$ cat src/rtl/pwmt_pkg.sv
package pwmt_pkg;

  localparam int NUM_CMP = 4;
  localparam int SEL_W   = 2;

  typedef enum logic [1:0] {
    ACT_KEEP   = 2'b00,
    ACT_LOW    = 2'b01,
    ACT_HIGH   = 2'b10,
    ACT_TOGGLE = 2'b11
  } act_e;

  typedef enum logic {
    MODE_PAIRED = 1'b0,
    MODE_PERIOD = 1'b1
  } mode_e;

  typedef struct packed {
    logic start_lvl;
    act_e act;
  } ioctl_t;

  // level a pin takes when the match action is applied to its current level
  function automatic logic apply_act(input logic cur, input act_e act);
    logic res;
    unique case (act)
      ACT_KEEP:   res = cur;
      ACT_LOW:    res = 1'b0;
      ACT_HIGH:   res = 1'b1;
      ACT_TOGGLE: res = ~cur;
    endcase
    return res;
  endfunction

endpackage

$ cat src/rtl/pwmt_cfg_regs.sv
module pwmt_cfg_regs
  import pwmt_pkg::*;
#(
  parameter int CNT_W = 16
) (
  input  logic             clk,
  input  logic             wr_en,
  input  logic [2:0]       wr_addr,
  input  logic [CNT_W-1:0] wr_data,
  output logic [CNT_W-1:0] cmp_q   [NUM_CMP],
  output ioctl_t           ioctl_q [NUM_CMP]
);

  // storage is only touched by the write port, so it survives reset
  for (genvar k = 0; k < NUM_CMP; k++) begin : g_reg
    logic hit;
    assign hit = wr_en && (wr_addr[SEL_W-1:0] == SEL_W'(k));

    always_ff @(posedge clk) begin
      if (hit && !wr_addr[2]) cmp_q[k] <= wr_data;
    end

    always_ff @(posedge clk) begin
      if (hit && wr_addr[2]) ioctl_q[k] <= ioctl_t'(wr_data[2:0]);
    end
  end

endmodule

$ cat src/rtl/pwmt_counter.sv
module pwmt_counter #(
  parameter int CNT_W = 16
) (
  input  logic             clk,
  input  logic             rst,
  input  logic             cnt_en,
  input  logic             clear_hit,
  output logic [CNT_W-1:0] cnt_q
);

  // step by one, or reload when the clear source matched
  function automatic logic [CNT_W-1:0] next_count(input logic [CNT_W-1:0] cur,
                                                  input logic reload);
    return reload ? '0 : cur + CNT_W'(1);
  endfunction

  always_ff @(posedge clk) begin
    if (rst)         cnt_q <= '0;
    else if (cnt_en) cnt_q <= next_count(cnt_q, clear_hit);
  end

endmodule

$ cat src/rtl/pwmt_compare.sv
module pwmt_compare
  import pwmt_pkg::*;
#(
  parameter int CNT_W = 16
) (
  input  logic [CNT_W-1:0]       cnt_q,
  input  logic                   cnt_en,
  input  logic [CNT_W-1:0]       cmp_q [NUM_CMP],
  input  logic [SEL_W-1:0]       clr_sel,
  output logic [NUM_CMP-1:0]     match_vec,
  output logic [NUM_CMP-1:0]     eq_period,
  output logic [NUM_CMP/2-1:0]   pair_eq,
  output logic                   clear_hit
);

  logic [CNT_W-1:0] period_val;
  assign period_val = cmp_q[clr_sel];

  // matches only count on enabled cycles
  for (genvar k = 0; k < NUM_CMP; k++) begin : g_cmp
    assign match_vec[k] = cnt_en && (cnt_q == cmp_q[k]);
    assign eq_period[k] = (cmp_q[k] == period_val);
  end

  for (genvar j = 0; j < NUM_CMP/2; j++) begin : g_pair
    assign pair_eq[j] = (cmp_q[2*j] == cmp_q[2*j+1]);
  end

  assign clear_hit = match_vec[clr_sel];

endmodule

$ cat src/rtl/pwmt_out_ctrl.sv
module pwmt_out_ctrl
  import pwmt_pkg::*;
(
  input  logic                 clk,
  input  logic                 rst,
  input  mode_e                mode,
  input  logic [SEL_W-1:0]     clr_sel,
  input  logic [NUM_CMP-1:0]   match_vec,
  input  logic [NUM_CMP-1:0]   eq_period,
  input  logic [NUM_CMP/2-1:0] pair_eq,
  input  logic                 clear_hit,
  input  ioctl_t               ioctl_q [NUM_CMP],
  output logic [NUM_CMP-1:0]   pwm_q
);

  for (genvar k = 0; k < NUM_CMP; k++) begin : g_pin
    localparam bit IS_LEAD = (k % 2 == 0);
    localparam int PARTNER = IS_LEAD ? k + 1 : k;

    logic nxt;
    logic own_start;
    assign own_start = ioctl_q[k].start_lvl;

    always_comb begin
      nxt = pwm_q[k];
      if (mode == MODE_PAIRED) begin
        if (!IS_LEAD) begin
          nxt = own_start;
        end else if (!pair_eq[k/2]) begin
          if (match_vec[k])
            nxt = apply_act(pwm_q[k], ioctl_q[k].act);
          else if (match_vec[PARTNER])
            nxt = apply_act(pwm_q[k], ioctl_q[PARTNER].act);
        end
      end else begin
        if (clr_sel == SEL_W'(k)) begin
          nxt = own_start;
        end else if (eq_period[k]) begin
          nxt = pwm_q[k];
        end else if (clear_hit) begin
          nxt = own_start;
        end else if (match_vec[k]) begin
          nxt = apply_act(pwm_q[k], ioctl_q[k].act);
        end
      end
    end

    // reset loads the pin's own start level
    always_ff @(posedge clk) begin
      if (rst) pwm_q[k] <= own_start;
      else     pwm_q[k] <= nxt;
    end
  end

endmodule

$ cat src/rtl/pwm_cm_timer.sv
module pwm_cm_timer
  import pwmt_pkg::*;
#(
  parameter int CNT_W = 16
) (
  input  logic             clk,
  input  logic             rst,
  input  logic             wr_en,
  input  logic [2:0]       wr_addr,
  input  logic [CNT_W-1:0] wr_data,
  input  logic             mode_sel,
  input  logic [1:0]       clr_sel,
  input  logic             cnt_en,
  output logic [3:0]       pwm_out,
  output logic [CNT_W-1:0] cnt_out
);

  logic [CNT_W-1:0]     cmp_q   [NUM_CMP];
  ioctl_t               ioctl_q [NUM_CMP];
  logic [CNT_W-1:0]     cnt_q;
  logic [NUM_CMP-1:0]   match_vec;
  logic [NUM_CMP-1:0]   eq_period;
  logic [NUM_CMP/2-1:0] pair_eq;
  logic                 clear_hit;
  logic [NUM_CMP-1:0]   start_vec;
  mode_e                mode;

  assign mode = mode_e'(mode_sel);

  for (genvar k = 0; k < NUM_CMP; k++) begin : g_start
    assign start_vec[k] = ioctl_q[k].start_lvl;
  end

  pwmt_cfg_regs #(.CNT_W(CNT_W)) u_cfg (
    .clk     (clk),
    .wr_en   (wr_en),
    .wr_addr (wr_addr),
    .wr_data (wr_data),
    .cmp_q   (cmp_q),
    .ioctl_q (ioctl_q)
  );

  pwmt_compare #(.CNT_W(CNT_W)) u_cmp (
    .cnt_q     (cnt_q),
    .cnt_en    (cnt_en),
    .cmp_q     (cmp_q),
    .clr_sel   (clr_sel),
    .match_vec (match_vec),
    .eq_period (eq_period),
    .pair_eq   (pair_eq),
    .clear_hit (clear_hit)
  );

  pwmt_counter #(.CNT_W(CNT_W)) u_cnt (
    .clk       (clk),
    .rst       (rst),
    .cnt_en    (cnt_en),
    .clear_hit (clear_hit),
    .cnt_q     (cnt_q)
  );

  pwmt_out_ctrl u_out (
    .clk       (clk),
    .rst       (rst),
    .mode      (mode),
    .clr_sel   (clr_sel),
    .match_vec (match_vec),
    .eq_period (eq_period),
    .pair_eq   (pair_eq),
    .clear_hit (clear_hit),
    .ioctl_q   (ioctl_q),
    .pwm_q     (pwm_out)
  );

  assign cnt_out = cnt_q;

endmodule

$ cat config.mk
export PLATFORM = sky130hd
export DESIGN_NAME = pwm_cm_timer
export DESIGN_NICKNAME = d
export VERILOG_FILES = /design/src/rtl/pwmt_pkg.sv /design/src/rtl/pwmt_cfg_regs.sv /design/src/rtl/pwmt_counter.sv /design/src/rtl/pwmt_compare.sv /design/src/rtl/pwmt_out_ctrl.sv /design/src/rtl/pwm_cm_timer.sv
export SDC_FILE = /design/constraint.sdc
export NUM_CORES = 1
export LEC_CHECK = 0
export BUFFER_PORTS_ARGS = -buffer_cell sky130_fd_sc_hd__buf_4
export CAP_MARGIN = 5
export CORE_ASPECT_RATIO = 0.6
export CORE_MARGIN = 2
export CORE_UTILIZATION = 35
export DETAILED_ROUTE_END_ITERATION = 8
export MAX_ROUTING_LAYER = met4
export PLACE_DENSITY = 0.57
export SLEW_MARGIN = 20
export SYNTH_ARGS = -nofsm -noshare
export SYNTH_HDL_FRONTEND = slang
export SYNTH_SLANG_ARGS = --single-unit
$ cat constraint.sdc
create_clock -name clk -period 3 [get_ports clk]
set_input_delay 0.9 -clock clk [delete_from_list [all_inputs] [get_ports clk]]
set_output_delay 0.9 -clock clk [all_outputs]
set_load 0.1 [all_outputs]
==> results by group <==
Floorplanning
  • Core Region: 18100 µm²
  • Initial Util: 35.7%
  • IO Pins: 46
  • Area of the die: 19600 µm²
  • Die Width: 179 µm
  • Die Y: 109 µm
  • # rows: 38

Clocking
  • Post CTS Setup Buffer Count: 0
  • CTS Root Buffer Type: clkbuf_16
  • Num Clock Sinks: 96
  • Hold Buf Count CTS: 0
  • Max H-tree Level: 3
  • TritonCTS buffer count: 9
  • Clock tree from TritonCTS: built
  • Clk_lat worst skew: 350 ps
  • Clk slew on worst S/H paths: 60 ps
  • Clk buf depth: 2
  • Post-CTS sizing: 0

Logic synthesis
  • Post-synthesis cell area: 6450 µm²
  • Register area share after synthesis: 42.2%
  • Unique cell type count in the Yosys netlist: 59
  • Asr flop ratio synth: 0%
  • Number of enable flip-flop cells after synthesis: 80
  • Ys flop type: edfxtp_1
  • Flops & latches, synth: 96
  • Yosys warns: 0
  • Syn avg cell area: 10.3 µm²
  • Syn Nets: 652
  • Mapped Cells: 625

Drt
  • Via density: 5.45
  • Iteration-0 DRC Markers: 546
  • DRC: 0
  • Total routed wirelength: 21.7 mm
  • Routed Antenna Nets: 0
  • TritonRoute pass-1 iters: 5
  • Detailed-route via count: 5027
  • WL/cell: 23.5 µm

Placed design
  • Dpl cell area: 7290 µm²
  • Inst Count DP: 906
  • Port-buffer cells: 45
  • Post-DP HPWL: 17.4 mm
  • Pre-CTS setup slack: -33.9 ps
  • Placer Congestion: 1.04

Final layout
  • Post-route cell area: 7660 µm²
  • Most frequent cells in the layout: buf_4 (114), xor2_1 (96), xnor2_1 (92), edfxtp_1 (80), nor2_1 (42)
  • Fin util: 42.4%
  • Layout cell share with drive strength beyond 1: 24.2%
  • Area Overhead vs Synth: 18.8%
  • # fillers: 1780
  • Finished Layout Cells: 922
  • Commonest non-fill, non-tap cell in the layout: buf_4
  • Antenna fix cells: 0
  • Nets@finish: 704

Global route
  • Vias in the first global route: 4815
  • Initial antenna violation count: 0
  • Largest net degree at the start of global routing: 30
  • Remaining Overflow, GRT: 0
  • GRT Total Usage: 23.7%
  • First-pass GRT wire length: 31.4 mm

Power
  • Worst vdd ir: 0.269 mV
  • Sequential share of power: 46.3%
  • Cell Pwr Density: 439 nW/µm²
  • Clock power frac: 39.0%
  • Sw frac: 25.5%
  • Leakage power: 2.81 nW
  • Logic gate share of total power: 14.8%
  • Internal power: 2.50 mW
  • Switching pwr: 0.859 mW

STA
  • Period utilization: 96.2%
  • Worst-margin pin slew: 541 ps
  • Worst setup margin: 114 ps
  • Final Slew Violations: 0
  • Tmin final: 2890 ps
  • Post-Route Setup TNS: 0 ps
  • Max-slew headroom: 63.7%
  • FMAX: 346 MHz
  • RSZ-0062 raised after global routing: false
  • # setup viols final: 0
  • Final Hold Viols: 0
  • Clock skew: 8.16 ps

Worst setup path
  • CP Class: flop to flop
  • Worst Path Required: 3030 ps
  • CP endpoint kind: flop
  • Worst EP arrival: 2910 ps
  • R2R cell count: 7
  • CP Max Fanout: 5
  • Startpoint types: flop

Hold path
  • Worst hold path class: flop to flop
  • Hold Path Stages: 1

Job
  • Max-cap viol count: 0

Status
  • Status: completed
==> final cells by class <==
cell class	instances	area, µm²	share of cell area [%]
well taps	240	300	3.92
multi-input cells	444	3350	43.8
clock buffers	9	225	2.94
flip-flops and latches	96	2750	35.9
clock inverters	7	120	1.57
inverters	11	41.3	0.539
repair buffers	115	876	11.4
==> kinds of logic after synthesis <==
family | synth area share, %
fa+ha+maj | 0.194
mux | 5.92
buf+inv | 6.17
simple gates | 13.7
compound gates | 6.25
xor+xnor | 25.5
flops | 42.2
==> path summary, 6_finish.rpt <==
kind / startpoint / endpoint / slack [ps]
worst max-delay path: u_cfg.cmp_q[49] / u_out.pwm_q[3] / 110
worst min-delay path: u_cfg.ioctl_q[2] / u_out.pwm_q[3] / 550
worst max register to register: u_cfg.cmp_q[49] / u_out.pwm_q[3] / 110
worst min register to register: u_cfg.ioctl_q[2] / u_out.pwm_q[3] / 550
==> flip-flops by register name, summed over array words and instances, names as in the netlist <==
name / flops
u_cfg.cmp_q: 64
u_cfg.ioctl_q: 12
u_cnt.cnt_q: 16
u_out.pwm_q: 4
==> power by group through the flow <==
| stage | combinational (mW) | clock [mW] | sequential (mW) |
|---|---|---|---|
| 2_1_floorplan | 0.284 | 0 | 1.60 |
| 3_3_place_gp | 0.487 | 0 | 1.58 |
| 3_5_place_dp | 0.488 | 0 | 1.58 |
| 4_1_cts | 0.489 | 1.34 | 1.55 |
| 5_1_grt | 0.531 | 1.39 | 1.56 |
| 6_report | 0.496 | 1.31 | 1.56 |
==> metal layers <==
metal | vias up | wire length [µm] | track usage (%)
li1 | 2277 | - | -
met5 | - | 0 | -
met3 | 24 | 2670 | 7.98
met2 | 235 | 7690 | 28.1
met4 | 0 | 394 | 5.70
met1 | 2491 | 10900 | 36.7
==> worst max-delay path, cell delays in order (launching register included) <==
cell      delay (ps)
edfxtp_1         480
xor2_1           210
nor4_1           340
nand4b_1         130
or4_4            600
mux2_2           310
o21ba_1          190
a31oi_1          290
==> per-stage QoR <==
stage	power [mW]	hold WS [ps]
final	3.36	548
after global routing	3.48	575
after CTS	3.38	550
after detailed placement	2.07	529
after global placement	2.07	531
after floorplan	1.88	508
==> cell usage after synthesis (3+ instances only) <==
| library cell | number | area (µm²) |
|---|---|---|
| nand4b_1 | 5 | 43.8 |
| buf_6 | 5 | 56.3 |
| mux2i_1 | 28 | 280 |
| a21oi_1 | 9 | 45.0 |
| and3_1 | 4 | 25.0 |
| mux4_2 | 3 | 67.6 |
| dfxtp_1 | 16 | 320 |
| nor3_1 | 14 | 70.1 |
| nand4_1 | 23 | 144 |
| a221oi_1 | 4 | 35.0 |
| o22ai_1 | 4 | 25.0 |
| o21ai_0 | 9 | 45.0 |
| or4_1 | 3 | 22.5 |
| nor2_1 | 42 | 158 |
| buf_2 | 11 | 55.1 |
| xor2_1 | 96 | 841 |
| nand2_1 | 25 | 93.8 |
| edfxtp_1 | 80 | 2400 |
| clkbuf_1 | 49 | 184 |
| buf_1 | 5 | 18.8 |
| nand3_1 | 15 | 75.1 |
| nor4_1 | 17 | 106 |
| inv_1 | 11 | 41.3 |
| nand2b_1 | 7 | 43.8 |
| or4_4 | 3 | 33.8 |
| xnor2_1 | 92 | 806 |
Power figures use the tool's default switching activity.
